**src/rtl/reload_upcounter_pkg.sv**
```systemverilog
package reload_upcounter_pkg;

    typedef struct packed {
        logic preload_en;
        logic upd_dis;
        logic req_src;
        logic one_shot;
    } ucnt_cfg_t;

    typedef struct packed {
        logic upd;
        logic ovf;
        logic flag;
        logic restart;
    } ucnt_evt_t;

    localparam ucnt_evt_t EVT_NONE = '{upd: 1'b0, ovf: 1'b0, flag: 1'b0, restart: 1'b0};

    function automatic logic limit_hit(input logic [63:0] cnt, input logic [63:0] lim);
        return (lim != 64'd0) && (cnt == lim);
    endfunction

endpackage

```
**src/rtl/ucnt_enable.sv**
```systemverilog
module ucnt_enable
    import reload_upcounter_pkg::*;
(
    input  logic      clk,
    input  logic      rst,
    input  logic      en_wr,
    input  logic      en_val,
    input  ucnt_cfg_t cfg,
    input  logic      upd_now,
    output logic      run,
    output logic      cnt_en
);

    logic run_q;
    logic cnt_en_q;
    logic auto_stop;

    assign auto_stop = cfg.one_shot && upd_now;

    always_ff @(posedge clk) begin
        if (rst) begin
            run_q <= 1'b0;
        end else if (auto_stop) begin
            run_q <= 1'b0;
        end else if (en_wr) begin
            run_q <= en_val;
        end
    end

    // Counting follows the run bit one cycle late; an automatic stop is immediate.
    always_ff @(posedge clk) begin
        if (rst) begin
            cnt_en_q <= 1'b0;
        end else begin
            cnt_en_q <= run_q && !auto_stop;
        end
    end

    assign run    = run_q;
    assign cnt_en = cnt_en_q;

    AST_ONE_SHOT_STOP: assert property (@(posedge clk) disable iff (rst)
        (cfg.one_shot && upd_now) |=> (!run_q && !cnt_en_q));

    AST_ENABLE_LAG: assert property (@(posedge clk) disable iff (rst)
        (!run_q && en_wr && en_val && !auto_stop) |=> (run_q && !cnt_en_q));

endmodule

```
**src/rtl/ucnt_reload.sv**
```systemverilog
module ucnt_reload
    import reload_upcounter_pkg::*;
#(
    parameter int               CNT_W      = 16,
    parameter logic [CNT_W-1:0] RELOAD_RST = '1
) (
    input  logic             clk,
    input  logic             rst,
    input  ucnt_cfg_t        cfg,
    input  logic             rld_wr,
    input  logic [CNT_W-1:0] rld_wdata,
    input  logic             upd_now,
    output logic [CNT_W-1:0] active
);

    logic [CNT_W-1:0] stage_q;
    logic [CNT_W-1:0] active_q;

    always_ff @(posedge clk) begin
        if (rst) begin
            stage_q <= RELOAD_RST;
        end else if (rld_wr) begin
            stage_q <= rld_wdata;
        end
    end

    always_ff @(posedge clk) begin
        if (rst) begin
            active_q <= RELOAD_RST;
        end else if (!cfg.preload_en && rld_wr) begin
            active_q <= rld_wdata;
        end else if (upd_now) begin
            active_q <= stage_q;
        end
    end

    assign active = active_q;

    AST_DIRECT_LOAD: assert property (@(posedge clk) disable iff (rst)
        (!cfg.preload_en && rld_wr) |=> (active_q == $past(rld_wdata)));

    AST_STAGED_HOLD: assert property (@(posedge clk) disable iff (rst)
        (cfg.preload_en && !upd_now) |=> $stable(active_q));

endmodule

```
**src/rtl/ucnt_core.sv**
```systemverilog
module ucnt_core
    import reload_upcounter_pkg::*;
#(
    parameter int CNT_W = 16
) (
    input  logic             clk,
    input  logic             rst,
    input  ucnt_cfg_t        cfg,
    input  logic             cnt_en,
    input  logic             tick,
    input  logic             sw_upd,
    input  logic             cnt_wr,
    input  logic [CNT_W-1:0] cnt_wdata,
    input  logic [CNT_W-1:0] limit,
    output logic [CNT_W-1:0] count,
    output logic             upd_now,
    output ucnt_evt_t        evt
);

    logic [CNT_W-1:0] count_q;
    logic [CNT_W-1:0] count_d;
    logic             step;
    logic             wrap_now;
    logic             flag_now;
    ucnt_evt_t        evt_q;

    assign step     = cnt_en && tick && (limit != '0);
    assign wrap_now = step && !sw_upd && !cnt_wr &&
                      limit_hit(64'(count_q), 64'(limit));
    assign upd_now  = !cfg.upd_dis && (wrap_now || sw_upd);
    assign flag_now = !cfg.upd_dis && (wrap_now || (sw_upd && !cfg.req_src));

    always_comb begin
        count_d = count_q;
        if (sw_upd) begin
            count_d = '0;
        end else if (cnt_wr) begin
            count_d = cnt_wdata;
        end else if (wrap_now) begin
            count_d = '0;
        end else if (step) begin
            count_d = count_q + CNT_W'(1);
        end
    end

    always_ff @(posedge clk) begin
        if (rst) begin
            count_q <= '0;
            evt_q   <= EVT_NONE;
        end else begin
            count_q     <= count_d;
            evt_q.upd   <= upd_now;
            evt_q.ovf   <= wrap_now;
            evt_q.flag  <= flag_now;
            evt_q.restart <= sw_upd;
        end
    end

    assign count = count_q;
    assign evt   = evt_q;

    AST_WRAP_ZERO: assert property (@(posedge clk) disable iff (rst)
        evt_q.ovf |-> (count_q == '0));

    AST_INHIBIT: assert property (@(posedge clk) disable iff (rst)
        (cfg.upd_dis && !sw_upd) |=> (!evt_q.upd && !evt_q.flag));

    AST_SW_CLEAR: assert property (@(posedge clk) disable iff (rst)
        sw_upd |=> (count_q == '0 && evt_q.restart));

    AST_SRC_SELECT: assert property (@(posedge clk) disable iff (rst)
        (sw_upd && cfg.req_src) |=> !evt_q.flag);

    AST_ZERO_LIMIT: assert property (@(posedge clk) disable iff (rst)
        (limit == '0 && !sw_upd && !cnt_wr) |=> ($stable(count_q) && !evt_q.ovf));

    AST_WRITE_WINS: assert property (@(posedge clk) disable iff (rst)
        (cnt_wr && !sw_upd) |=> (count_q == $past(cnt_wdata)));

endmodule

```
**src/rtl/reload_upcounter.sv**
```systemverilog
module reload_upcounter
    import reload_upcounter_pkg::*;
#(
    parameter int CNT_W = 16
) (
    input  logic             clk,
    input  logic             rst,
    input  logic             tick_i,
    input  logic             en_wr_i,
    input  logic             en_val_i,
    input  logic             preload_en_i,
    input  logic             upd_dis_i,
    input  logic             req_src_i,
    input  logic             one_shot_i,
    input  logic             sw_upd_i,
    input  logic             cnt_wr_i,
    input  logic [CNT_W-1:0] cnt_wdata_i,
    input  logic             rld_wr_i,
    input  logic [CNT_W-1:0] rld_wdata_i,
    output logic [CNT_W-1:0] count_o,
    output logic             update_o,
    output logic             ovf_o,
    output logic             flag_req_o,
    output logic             psc_restart_o,
    output logic             run_o,
    output logic [CNT_W-1:0] reload_active_o
);

    localparam logic [CNT_W-1:0] RELOAD_RST = {CNT_W{1'b1}};

    ucnt_cfg_t        cfg;
    ucnt_evt_t        evt;
    logic             upd_now;
    logic             cnt_en;
    logic [CNT_W-1:0] limit;

    assign cfg = '{preload_en: preload_en_i, upd_dis: upd_dis_i,
                   req_src: req_src_i, one_shot: one_shot_i};

    ucnt_enable u_enable (
        .clk     (clk),
        .rst     (rst),
        .en_wr   (en_wr_i),
        .en_val  (en_val_i),
        .cfg     (cfg),
        .upd_now (upd_now),
        .run     (run_o),
        .cnt_en  (cnt_en)
    );

    ucnt_reload #(
        .CNT_W      (CNT_W),
        .RELOAD_RST (RELOAD_RST)
    ) u_reload (
        .clk       (clk),
        .rst       (rst),
        .cfg       (cfg),
        .rld_wr    (rld_wr_i),
        .rld_wdata (rld_wdata_i),
        .upd_now   (upd_now),
        .active    (limit)
    );

    ucnt_core #(
        .CNT_W (CNT_W)
    ) u_core (
        .clk       (clk),
        .rst       (rst),
        .cfg       (cfg),
        .cnt_en    (cnt_en),
        .tick      (tick_i),
        .sw_upd    (sw_upd_i),
        .cnt_wr    (cnt_wr_i),
        .cnt_wdata (cnt_wdata_i),
        .limit     (limit),
        .count     (count_o),
        .upd_now   (upd_now),
        .evt       (evt)
    );

    assign update_o        = evt.upd;
    assign ovf_o           = evt.ovf;
    assign flag_req_o      = evt.flag;
    assign psc_restart_o   = evt.restart;
    assign reload_active_o = limit;

    AST_FLAG_NEEDS_UPDATE: assert property (@(posedge clk) disable iff (rst)
        flag_req_o |-> update_o);

    AST_RESET_STATE: assert property (@(posedge clk)
        $past(rst) |-> (count_o == '0 && !run_o && !update_o && reload_active_o == RELOAD_RST));

endmodule

```
**config.mk**
```make
export PLATFORM = sky130hd
export DESIGN_NAME = reload_upcounter
export DESIGN_NICKNAME = d
export VERILOG_FILES = /design/src/rtl/reload_upcounter_pkg.sv /design/src/rtl/ucnt_enable.sv /design/src/rtl/ucnt_reload.sv /design/src/rtl/ucnt_core.sv /design/src/rtl/reload_upcounter.sv
export SDC_FILE = /design/constraint.sdc
export NUM_CORES = 1
export LEC_CHECK = 0
export ABC_AREA = 1
export BUFFER_PORTS_ARGS = -buffer_cell sky130_fd_sc_hd__buf_2
export CORE_ASPECT_RATIO = 2
export CORE_MARGIN = 2
export CORE_UTILIZATION = 53
export CTS_CLUSTER_SIZE = 8
export DETAILED_ROUTE_END_ITERATION = 10
export GPL_TIMING_DRIVEN = 0
export PLACE_DENSITY = 0.85
export SLEW_MARGIN = 20
export SYNTH_ARGS = -nofsm -noshare
export SYNTH_HDL_FRONTEND = slang
export SYNTH_SLANG_ARGS = --single-unit
```
**constraint.sdc**
```tcl
create_clock -name clk -period 2.1 [get_ports clk]
set_input_delay 0.21 -clock clk [delete_from_list [all_inputs] [get_ports clk]]
set_output_delay 0.21 -clock clk [all_outputs]
set_load 0.02 [all_outputs]
```
======== Word-level counts from Yosys, hierarchy flattened ========
Index checks and enable logic that the tools add are counted.
word-level totals
  flip-flop bits (word level) ............. 54
  input port bits ......................... 44
  output and inout port bits .............. 37
  word-level logic and storage cells ...... 41
operators by class
  $add $sub $neg .......................... 1
  equality and inequality tests ........... 1
  mux-type cells .......................... 5
  reductions and logical operators ........ 25
operators by type and width
  operator                 number
  $mux W16                 5
  $add A16 B1 Y16 const B  1
  $eq A16 B16 Y1           1
  $reduce_bool A16 Y1      1
  $logic_and A1 B1 Y1      12
  $logic_not A1 Y1         6
  $reduce_or A2 Y1         2
  $reduce_bool A3 Y1       1
  $logic_or A1 B1 Y1       2
  $reduce_bool A2 Y1       1

======== Longest topological paths before layout ========
  depth after elaboration ................. 10
  gate-level depth with buffers ........... 14
  mapped depth without buffers ............ 12

======== By module ========
A second synthesis with hierarchy kept.
unflattened totals
  cell total of the unflattened synthesis .. 524
  area total of the unflattened synthesis .. 3429.5 µm²
by module, submodules not included
  module       times used  cells an instance  area each (µm²)  seq. area each (µm²)
  ucnt_core    1           317                1884.3           400.4
  ucnt_reload  1           196                1466.4           640.6
  ucnt_enable  1           11                 78.8             40.0

======== Least setup slack after synthesis ========
No wires, ideal clock.
  path kind ............................... register to register
  start point ............................. register u_core.count_q[1], in the netlist u_core.count[1]
  end point ............................... register u_core.count_q[10], in the netlist u_core.count[10]
  library setup time ...................... 0.120 ns
  arrival time ............................ 1.622 ns
  required time ........................... 1.980 ns
  path slack .............................. 0.358 ns
  stages on the path, launching flop included .. 11
  buffers on the path ..................... 0
  clock period less this slack ............ 1.742 ns
  cells stage by stage .................... dfxtp_1 -> ha_1 -> nand2_1 -> nor2_1 -> nand2_1 -> nor2_1 -> nand3_1 -> nor2_1 -> nand3_1 -> nand4_1 -> a21oi_1
on the way
  longest elaborated chain between the ends .. 5
  elaborated cells between the ends (all ways) .. 8
  classes of those cells .................. add/sub: 1; eq/ne: 1; mux: 3; reduce/logical: 3
RTL lines
  what                                                     RTL line         source
  from (decl)                                              ucnt_core.sv:20  logic [CNT_W-1:0] count_q;
  from (signal assigned)                                   ucnt_core.sv:51  count_q <= count_d;
  branches (longest 5 deep; another with $add A16 B1 Y16)  n/a
Parallel ways; which one is timed is not known. The select of a mux whose other input is x is not followed.
A chain may end at the register's enable or synchronous reset.

======== Worst setup path in the final report ========
Ends and elaborated chain as after synthesis.

==> impl_metrics.csv <==
group,metric,value,unit
setup_path,path_cells,"ha_1 -> nand2_1 -> nor2_2 -> nand2_1 -> nor2_1 -> nand3_1 -> nor2_2 -> nand3_1 -> nand4_1 -> a21oi_1",
logic_synthesis,syn_area_per_cell,6.32,µm²
detailed_routing,vias_per_cell,5.35,
pwr,p_leak,2.02,nW
grt,first_global_vias,3388,
cts,cts.sinks,54,
detailed_routing,post-route-drc-count,5,
logic_synthesis,ys_ff_latch,54,
min_path,holdPathEnd,"u_core.evt[1]$_SDFF_PP0_",
setup_path,cp_slowest_stage_delay,0.41,ns
logic_synthesis,netlist_area,3180,µm²
final_layout,final_cell_mix,"nand2_1 (147), buf_2 (81), inv_1 (64), nand3_1 (55), dfxtp_1 (54)",
pwr,peakVddDrop,748,µV
logic_synthesis,synth_cell_types,33,
floorplanning,die_w,58.7,µm
placement,io_buffers,79,
setup_path,critPathCaptureType,"flop",
timing,hold_violations,0,
setup_path,arrival,2.12,ns
logic_synthesis,yosysSeqAreaShare,34.0,%
timing,final-max-slew-violation-count,0,
setup_path,r2r-end,"u_core.count[10]$_SDFFE_PP0P_",
final_layout,n_antenna_cell,0,
outcome,violations,"DRC",
cts,postCtsResizedCells,0,
floorplanning,row_count,39,
pwr,p_per_area,674,nW/µm²
final_layout,final_core_util,66.6,%
final_layout,drive_gt1_share,20.8,%
floorplanning,start_util,55.2,%
floorplanning,die_h,113,µm
timing,setup_viol,0,
detailed_routing,first_pass_iters,8,
cts,clkLatencyLatePin,0.30,ns
cts,postCtsHoldBufs,0,
setup_path,required,2.29,ns
floorplanning,fp.coreArea,5760,µm²
final_layout,nets,634,
cts,clk_pin_slew,0.07,ns
setup_path,r2r_cells,10,
placement,placed_area,3650,µm²
detailed_routing,routedWlPerCell,13.8,µm
detailed_routing,routed_wl,8990,µm
final_layout,multi_input_comb_area,1700,µm²
placement,place_congestion,0.993,
cts,cts.htree.levels,2,
timing,period_needed,1.93,ns
placement,dpl.hpwl,7200,µm
setup_path,reg2reg_from,"u_core.count[1]$_SDFFE_PP0P_",
grt,overflow,0,
timing,maxSlewHeadroom,68.5,%
grt,grt_use_total,29.1,%
setup_path,crit_fanout,5,
min_path,min_path_type,"primary input to flop",
cts,postCtsSetupRepairBufs,0,
final_layout,seq_area,1080,µm²
logic_synthesis,yosys_warnings,0,
min_path,holdPathStages,2,
timing,worstMarginPinSlew,0.471,ns
detailed_routing,drt_iter0_drc,191,
grt,grt_pass1_wl,15100,µm
setup_path,crit_family,"simple AND/OR/NAND/NOR gates",
outcome,status,"finished, violations left",
timing,max_freq,518,MHz
cts,clockBufferDepth,2,
grt,grt_max_degree,18,
final_layout,finalInstanceArea,3830,µm²
final_layout,syn_to_final_growth,20.7,%
setup_path,startpoint,"u_core.count[1]$_SDFFE_PP0P_",
grt,antenna_found_initial,0,
detailed_routing,vias,3480,
logic_synthesis,syn_nets,548,
setup_path,path_class,"flop to flop",
cts,cts_root_buffer,"clkbuf_16",
floorplanning,die_area,6670,µm²
cts,cts_tree,"done",
detailed_routing,ant_nets,0,
timing,finClkSkew,0.00575,ns
setup_path,crit_path_start_kind,"flop",
final_layout,final_common_cell,"nand2_1",
setup_path,cp_slowest_cell,"dfxtp_1",
final_layout,fillCellCount,538,
setup_path,reg2reg_slack,0.17,ns
timing,period_share,92.0,%
timing,whs,0.0761,ns
logic_synthesis,syn-instance-count,503,
floorplanning,pin_count,81,
min_path,min_from,"req_src_i",
setup_path,path_buf_inv,0,
cts,numCtsBuffers,5,
run,max-cap-violations,0,
## layer usage
layer | GRT usage [%] | share of wire, % | vias to the layer above
met5 | 0 | 0 | -
met2 | 55.3 | 57 | 107
met1 | 28.1 | 34 | 1554
met4 | 16.2 | 4.1 | 0
li1 | - | - | 1789
met3 | 4.08 | 4.0 | 30
## power by group
group          switching, W  internal [W]
sequential        0.0000671       0.00109
combinational      0.000292      0.000178
clock              0.000394      0.000565
total              0.000753       0.00183
## cell usage after synthesis
cell type | number | area [µm²]
a211oi_1 | 1 | 7.51
a21oi_1 | 19 | 95.1
and2_1 | 1 | 6.26
buf_1 | 3 | 11.3
buf_12 | 1 | 20.0
buf_2 | 2 | 10.0
buf_4 | 3 | 22.5
buf_6 | 2 | 22.5
clkbuf_1 | 11 | 41.3
clkinv_1 | 1 | 3.75
dfxtp_1 | 54 | 1080
ha_1 | 1 | 12.5
inv_1 | 64 | 240
inv_2 | 9 | 33.8
inv_4 | 1 | 6.26
nand2_1 | 148 | 556
nand2_2 | 5 | 31.3
nand2_4 | 2 | 22.5
nand3_1 | 55 | 275
nand3_2 | 1 | 10.0
nand3b_1 | 1 | 7.51
nand4_1 | 12 | 75.1
nor2_1 | 31 | 116
nor2_2 | 2 | 12.5
nor2_4 | 2 | 22.5
nor3_1 | 6 | 30.0
nor4_1 | 1 | 6.26
o211ai_1 | 17 | 128
o21ai_0 | 39 | 195
o21bai_4 | 1 | 18.8
or2_1 | 1 | 6.26
or2_2 | 1 | 6.26
xor2_1 | 5 | 43.8
## metrics by stage
stage	power, W	std cells	worst slack [ns]	TNS (ns)
CTS	0.00259	651	0.0786	0
finish	0.00258	651	0.169	0
floorplan	0.00148	503	0.358	0
detailed placement	0.00164	643	0.0997	0
global placement	0.00163	643	0.0840	0
global route	0.00269	651	-0.000772	-0.000772
## area by class of cell
cell class | instances | area share, %
Clock buffer | 5 | 3.26
Buffer | 22 | 3.36
Timing Repair Buffer | 79 | 10.3
Tap cell | 61 | 1.99
Multi-Input combinational cell | 352 | 44.3
Clock inverter | 3 | 1.14
Inverter | 75 | 7.41
Sequential cell | 54 | 28.2
## registers in the layout, indices dropped and copies added, names as in the netlist
name,count
u_core.count,16
u_core.evt,4
u_enable.cnt_en,1
u_enable.run,1
u_reload.active,16
u_reload.stage_q,16
## worst max-delay path by stage
stage,endpoint,depth (start not counted),slack (ns)
after global routing,u_core.count[10]$_SDFFE_PP0P_,10,-0.0008
after detailed placement,u_core.count[10]$_SDFFE_PP0P_,10,0.1
after floorplan,u_core.count[10]$_SDFFE_PP0P_,10,0.36
after global placement,u_core.count[10]$_SDFFE_PP0P_,10,0.08
after CTS,u_core.count[10]$_SDFFE_PP0P_,10,0.08
final,u_core.count[10]$_SDFFE_PP0P_,10,0.17
## logic make-up after synthesis
group / share of synthesized area [%]
and+or+nand+nor: 37.3
buffers and inverters: 13.0
AOI/OAI and AO/OA: 14.0
DFF: 34.0
xor gates and xnor gates: 1.38
adders and majority gates: 0.394
(Power assumes the default switching activity.)
